`src/rtl/cla_pkg.sv`:
```
package cla_pkg;
  localparam int MAXN = 32;

  // Carry into position j, written as a flat OR of AND terms over positions below j.
  function automatic logic la_carry(input logic [MAXN-1:0] p, input logic [MAXN-1:0] g,
                                    input logic c0, input int j);
    logic res;
    logic term;
    res = 1'b0;
    for (int k = 0; k < j; k++) begin
      term = g[k];
      for (int m = k + 1; m < j; m++) term = term & p[m];
      res = res | term;
    end
    term = c0;
    for (int m = 0; m < j; m++) term = term & p[m];
    return res | term;
  endfunction

  function automatic logic grp_generate(input logic [MAXN-1:0] p, input logic [MAXN-1:0] g,
                                        input int n);
    return la_carry(p, g, 1'b0, n);
  endfunction

  function automatic logic grp_propagate(input logic [MAXN-1:0] p, input int n);
    return la_carry(p, '0, 1'b1, n);
  endfunction
endpackage

```
`src/rtl/pg_stage.sv`:
```
module pg_stage #(
  parameter int W = 4
) (
  input  logic [W-1:0] a,
  input  logic [W-1:0] b,
  output logic [W-1:0] p,
  output logic [W-1:0] g,
  output logic [W-1:0] x
);
  assign p = a | b;
  assign g = a & b;
  assign x = a ^ b;
endmodule

```
`src/rtl/lookahead_unit.sv`:
```
module lookahead_unit #(
  parameter int N = 4
) (
  input  logic [N-1:0] p,
  input  logic [N-1:0] g,
  input  logic         c_in,
  output logic [N-1:0] carry_o
);
  localparam int PAD = cla_pkg::MAXN - N;

  logic [cla_pkg::MAXN-1:0] p_ext;
  logic [cla_pkg::MAXN-1:0] g_ext;

  assign p_ext = {{PAD{1'b0}}, p};
  assign g_ext = {{PAD{1'b0}}, g};

  // carry_o[j-1] is the carry into position j
  for (genvar j = 1; j <= N; j++) begin : g_carry
    assign carry_o[j-1] = cla_pkg::la_carry(p_ext, g_ext, c_in, j);
  end
endmodule

```
`src/rtl/group_pg.sv`:
```
module group_pg #(
  parameter int N = 4
) (
  input  logic [N-1:0] p,
  input  logic [N-1:0] g,
  output logic         gp,
  output logic         gg
);
  localparam int PAD = cla_pkg::MAXN - N;

  assign gp = cla_pkg::grp_propagate({{PAD{1'b0}}, p}, N);
  assign gg = cla_pkg::grp_generate({{PAD{1'b0}}, p}, {{PAD{1'b0}}, g}, N);
endmodule

```
`src/rtl/cla_slice.sv`:
```
module cla_slice #(
  parameter int W = 4
) (
  input  logic [W-1:0] a,
  input  logic [W-1:0] b,
  input  logic         cin,
  output logic [W-1:0] sum,
  output logic         grp_p,
  output logic         grp_g
);
  logic [W-1:0] p;
  logic [W-1:0] g;
  logic [W-1:0] x;
  logic [W-1:0] c;
  logic [W-2:0] inner;

  pg_stage #(.W(W)) pg_i (
    .a(a), .b(b), .p(p), .g(g), .x(x)
  );

  // Only the carries into bits 1..W-1 are built; no local carry-out is formed.
  lookahead_unit #(.N(W-1)) la_i (
    .p(p[W-2:0]), .g(g[W-2:0]), .c_in(cin), .carry_o(inner)
  );

  group_pg #(.N(W)) grp_i (
    .p(p), .g(g), .gp(grp_p), .gg(grp_g)
  );

  assign c   = {inner, cin};
  assign sum = x ^ c;
endmodule

```
`src/rtl/cla_adder16.sv`:
```
module cla_adder16 #(
  parameter int WIDTH = 16,
  parameter int SLICE = 4
) (
  input  logic [WIDTH-1:0] a_in,
  input  logic [WIDTH-1:0] b_in,
  input  logic             carry_in,
  output logic [WIDTH-1:0] sum_out,
  output logic             carry_out
);
  localparam int NSLICE = WIDTH / SLICE;

  logic [NSLICE-1:0] slice_p;
  logic [NSLICE-1:0] slice_g;
  logic [NSLICE:0]   slice_cin;
  logic [NSLICE-1:0] upper_c;

  for (genvar k = 0; k < NSLICE; k++) begin : g_slice
    cla_slice #(.W(SLICE)) slice_i (
      .a    (a_in[k*SLICE +: SLICE]),
      .b    (b_in[k*SLICE +: SLICE]),
      .cin  (slice_cin[k]),
      .sum  (sum_out[k*SLICE +: SLICE]),
      .grp_p(slice_p[k]),
      .grp_g(slice_g[k])
    );
  end

  lookahead_unit #(.N(NSLICE)) top_la_i (
    .p(slice_p), .g(slice_g), .c_in(carry_in), .carry_o(upper_c)
  );

  assign slice_cin = {upper_c, carry_in};
  assign carry_out = slice_cin[NSLICE];
endmodule

```
`config.mk`:
```
export PLATFORM = sky130hd
export DESIGN_NAME = cla_adder16
export DESIGN_NICKNAME = d
export VERILOG_FILES = /design/src/rtl/cla_pkg.sv /design/src/rtl/pg_stage.sv /design/src/rtl/lookahead_unit.sv /design/src/rtl/group_pg.sv /design/src/rtl/cla_slice.sv /design/src/rtl/cla_adder16.sv
export SDC_FILE = /design/constraint.sdc
export NUM_CORES = 1
export LEC_CHECK = 0
export BUFFER_PORTS_ARGS = -buffer_cell sky130_fd_sc_hd__buf_2
export CAP_MARGIN = 0
export CORE_UTILIZATION = 50
export DETAILED_ROUTE_END_ITERATION = 16
export PLACE_DENSITY = 0.86
export SYNTH_ARGS = -nofsm -noshare
export SYNTH_HDL_FRONTEND = slang
export SYNTH_SLANG_ARGS = --single-unit
export TNS_END_PERCENT = 5
```
`constraint.sdc`:
```
create_clock -name vclk -period 4
set_clock_uncertainty 0.15 [all_clocks]
set_input_delay 0.8 -clock vclk [all_inputs]
set_output_delay 0.8 -clock vclk [all_outputs]
set_load 0.01 [all_outputs]
```
==> results.md <==
Die:
- The initial utilization of the core area, before any placement, comes to about 55%.
- The site row count is 16.
- The die covers around 2400 um2.
- In this run the standard cell core region covers about 2000 um2.
- The floorplan step set the die height to ~49 um.
- The floorplan step set the die width to 48.98 um.
- The I/O pin count is 50.

Global route:
- The via count of the first global-routing pass is approximately 1000.
- The all-layer global routing usage is 19.14%.
- The total global routing overflow is 0.
- The first global-routing pass estimated around 3800 um of wire.
- Entering global routing, the biggest net connects 5 pins.
- The number of antenna violations at the first check in global routing is 0.

Timing:
- Headroom to the max-slew limit came out at a little under 80%.
- The final hold violation count is 0.
- The period utilization is 94.37%.
- Setup repair after global routing left no endpoint under its margin.
- The upper clock frequency limit is around 260 MHz.
- The slew at the pin with the worst max-slew slack is about 0.33 ns.
- The number of pins exceeding their max-slew limit in the final report is 0.
- The clock period minus final worst setup slack is 3.775 ns.
- Setup violations remaining at the end of the flow were counted as 0.
- The total negative setup slack is 0 ns.

Clock tree:
- Post-CTS timing repair inserted 0 buffers for setup.
- The hold buffer count at CTS is 0.
- Once the clock tree was built, the resizer swapped 0 gates to a different size.

Power and ir drop:
- The leakage power of the design is ~0.82 nW.
- Summing internal, switching and leakage power gives around 200 uW.
- The clock power share is 0%.
- Sequential cells burn 0% of the power.
- The internal power of the cells totals just over 90 uW.
- In this run the power density over the cells is approximately 140 nW/um2.
- The power dissipated by switching net loads is ~100 uW.
- The combinational group share of total power is between 90% and 100%.
- The worst supply voltage drop on vdd is between 80 and 90 uV.
- The proportion of total power due to net switching is 52.71%.

Synthesis:
- Sequential elements use 0% of the synthesized area.
- The average instance area after synthesis is approximately 8.2 um2.
- The total nets after synthesis is between 200 and 250.
- For this run, the number of Yosys warnings is 0.
- The number of different library cells used by synthesis comes to 30.
- The synthesized netlist cell count is approximately 140.
- The synthesized area is around 1100 um2.

Worst setup path:
- The signal on the critical path passes through buf_2 -> ha_1 -> nor2_1 -> a2111oi_4 -> o31ai_4 -> a311oi_2 -> or2_1 -> fa_1 -> xor2_1 -> buf_2.
- The most prevalent standard cell on the critical path is sky130_fd_sc_hd__buf_2.
- The critical path buffer and inverter count is 2.
- The worst endpoint required time is slightly above 3 ns.
- Of all nets on the critical path, the largest fanout is 4.
- STA classifies the critical path startpoint as an input port.
- On the critical path the largest part of the delay comes from adder cells.
- The critical path in this run is classified as in2out.
- The slowest stage of the critical path belongs to the cell sky130_fd_sc_hd__fa_1.
- In this design, the stage delay of the slowest critical-path cell is about 0.38 ns.
- The worst setup path is captured at a primary output.
- The endpoint arrival time on the critical path is roughly 2.8 ns.

Drt:
- The final routed wire length divided by cell count is approximately 10 um.
- The first-pass detailed-route iteration total is 4.
- The via density per instance is 4.868.
- The detailed router placed ~1000 vias in this run.
- For this run, design rule violations remaining after detail routing come to 0.
- The count of nets left with antenna violations once routing finished came out at 0.
- For this block, the initial DRC count from the detailed router was 8.
- For this block, the routed nets add up to between 2000 and 2500 um of wire.

Place:
- The number of buffer cells added on primary ports is 50.
- Detailed placement finished with a half-perimeter wire length of between 2000 and 2500 um.
- Routability-driven placement finished with a final weighted congestion of approximately 0.8.

Layout:
- At the end of the flow, the number of nets in the layout was approximately 260.
- The share of the core filled with cells is between 60% and 70%.
- The area taken by flip-flops and latches is 0 um2.
- The share of final-layout standard cells stronger than drive strength 1 is 31.89%.
- The area added between synthesis and finish is 25.74%.
- Sequential cells placed in the final layout were counted as 0.
- The number of antenna cells inserted is 0.
- After layout, the clock buffer instance count stands at 0.

Run status:
- The flow ran to the end, and the final reports show no timing, DRC or antenna violations.

Hold path:
- The classification of the worst-slack hold path is in2out.

Job:
- The number of max-capacitance violations reported is 0.
-- cell type report --
type	count	area (um2)
Inverter	41	153.9
Multi-Input combinational cell	94	949.7
Timing Repair Buffer	50	250.2
Fill cell	167	634.4
Tap cell	27	33.78
-- metrics by stage --
step,setup slack [ns],hold WS [ns],instances,cell area [um2]
floorplan,0.5090,1.636,135,1104
detailed placement,0.2146,1.837,212,1388
CTS,0.2097,1.839,212,1388
finish,0.2251,1.837,212,1388
global route,0.09981,1.867,212,1388
global placement,0.2801,1.829,212,1388
-- routing by layer --
metal / GRT usage (%) / routed length (um) / vias to the layer above
li1: - / - / 527
met1: 18.61 / 873 / 476
met2: 44.44 / 1288 / 29
met3: 0.3115 / 59 / 0
met4: 0.4902 / 0 / 0
met5: 0 / 0 / -
-- cells by family (layout without fill, tap and decap cells) --
kind of cell	count (synthesis)	count (layout)	synth area share, %
simple gates	20	20	11.22
xor+xnor	12	12	9.524
buf+inv	41	91	13.95
fa+ha+maj	36	36	43.54
compound gates	26	26	21.77
-- path summary, 6_finish.rpt --
check	from	to	slack, ns	cells after the start
max	a_in[1]	sum_out[13]	0.23	10
min	b_in[12]	sum_out[12]	1.84	3
-- power by group through the flow --
stage	logic, mW	registers [mW]	clock network, mW
after floorplan	0.128	0	0
after global placement	0.190	0	0
after detailed placement	0.198	0	0
after CTS	0.199	0	0
after global routing	0.217	0	0
final	0.197	0	0
-- cells in the final DEF (no fill, tap or decap), types with 2 or more instances in the layout --
cell type / count
sky130_fd_sc_hd__buf_2: 50
sky130_fd_sc_hd__inv_1: 41
sky130_fd_sc_hd__ha_1: 32
sky130_fd_sc_hd__a21oi_1: 7
sky130_fd_sc_hd__xnor2_1: 7
sky130_fd_sc_hd__nor2_1: 6
sky130_fd_sc_hd__xor2_1: 5
sky130_fd_sc_hd__fa_1: 4
sky130_fd_sc_hd__nand2_1: 3
sky130_fd_sc_hd__nand2b_1: 3
sky130_fd_sc_hd__o21bai_1: 3
sky130_fd_sc_hd__nor2b_1: 2
sky130_fd_sc_hd__o31a_1: 2
sky130_fd_sc_hd__a21oi_2: 2
sky130_fd_sc_hd__a211oi_1: 2
-- cell usage after synthesis --
| master | n | share of area (%) |
|---|---|---|
| sky130_fd_sc_hd__a2111oi_4 | 1 | 2.5 |
| sky130_fd_sc_hd__a211o_1 | 1 | 0.79 |
| sky130_fd_sc_hd__a211oi_1 | 2 | 1.4 |
| sky130_fd_sc_hd__a21oi_1 | 7 | 3.2 |
| sky130_fd_sc_hd__a21oi_2 | 2 | 1.6 |
| sky130_fd_sc_hd__a221oi_2 | 1 | 1.4 |
| sky130_fd_sc_hd__a311oi_2 | 1 | 1.4 |
| sky130_fd_sc_hd__a31oi_1 | 1 | 0.57 |
| sky130_fd_sc_hd__a41oi_1 | 1 | 0.79 |
| sky130_fd_sc_hd__and3_1 | 1 | 0.57 |
| sky130_fd_sc_hd__fa_1 | 4 | 7.3 |
| sky130_fd_sc_hd__ha_1 | 32 | 36 |
| sky130_fd_sc_hd__inv_1 | 41 | 14 |
| sky130_fd_sc_hd__nand2_1 | 3 | 1.0 |
| sky130_fd_sc_hd__nand2b_1 | 3 | 1.7 |
| sky130_fd_sc_hd__nand2b_4 | 1 | 1.2 |
| sky130_fd_sc_hd__nor2_1 | 6 | 2.0 |
| sky130_fd_sc_hd__nor2b_1 | 2 | 1.1 |
| sky130_fd_sc_hd__nor3_1 | 1 | 0.45 |
| sky130_fd_sc_hd__nor4_4 | 1 | 1.9 |
| sky130_fd_sc_hd__o21ai_0 | 1 | 0.45 |
| sky130_fd_sc_hd__o21bai_1 | 3 | 2.0 |
| sky130_fd_sc_hd__o22a_1 | 1 | 0.79 |
| sky130_fd_sc_hd__o31a_1 | 2 | 1.6 |
| sky130_fd_sc_hd__o31ai_4 | 1 | 1.9 |
| sky130_fd_sc_hd__o41ai_2 | 1 | 1.5 |
| sky130_fd_sc_hd__or2_1 | 1 | 0.57 |
| sky130_fd_sc_hd__or3_1 | 1 | 0.57 |
| sky130_fd_sc_hd__xnor2_1 | 7 | 5.6 |
| sky130_fd_sc_hd__xor2_1 | 5 | 4.0 |
No activity file was read; power rests on OpenSTA's default activity.
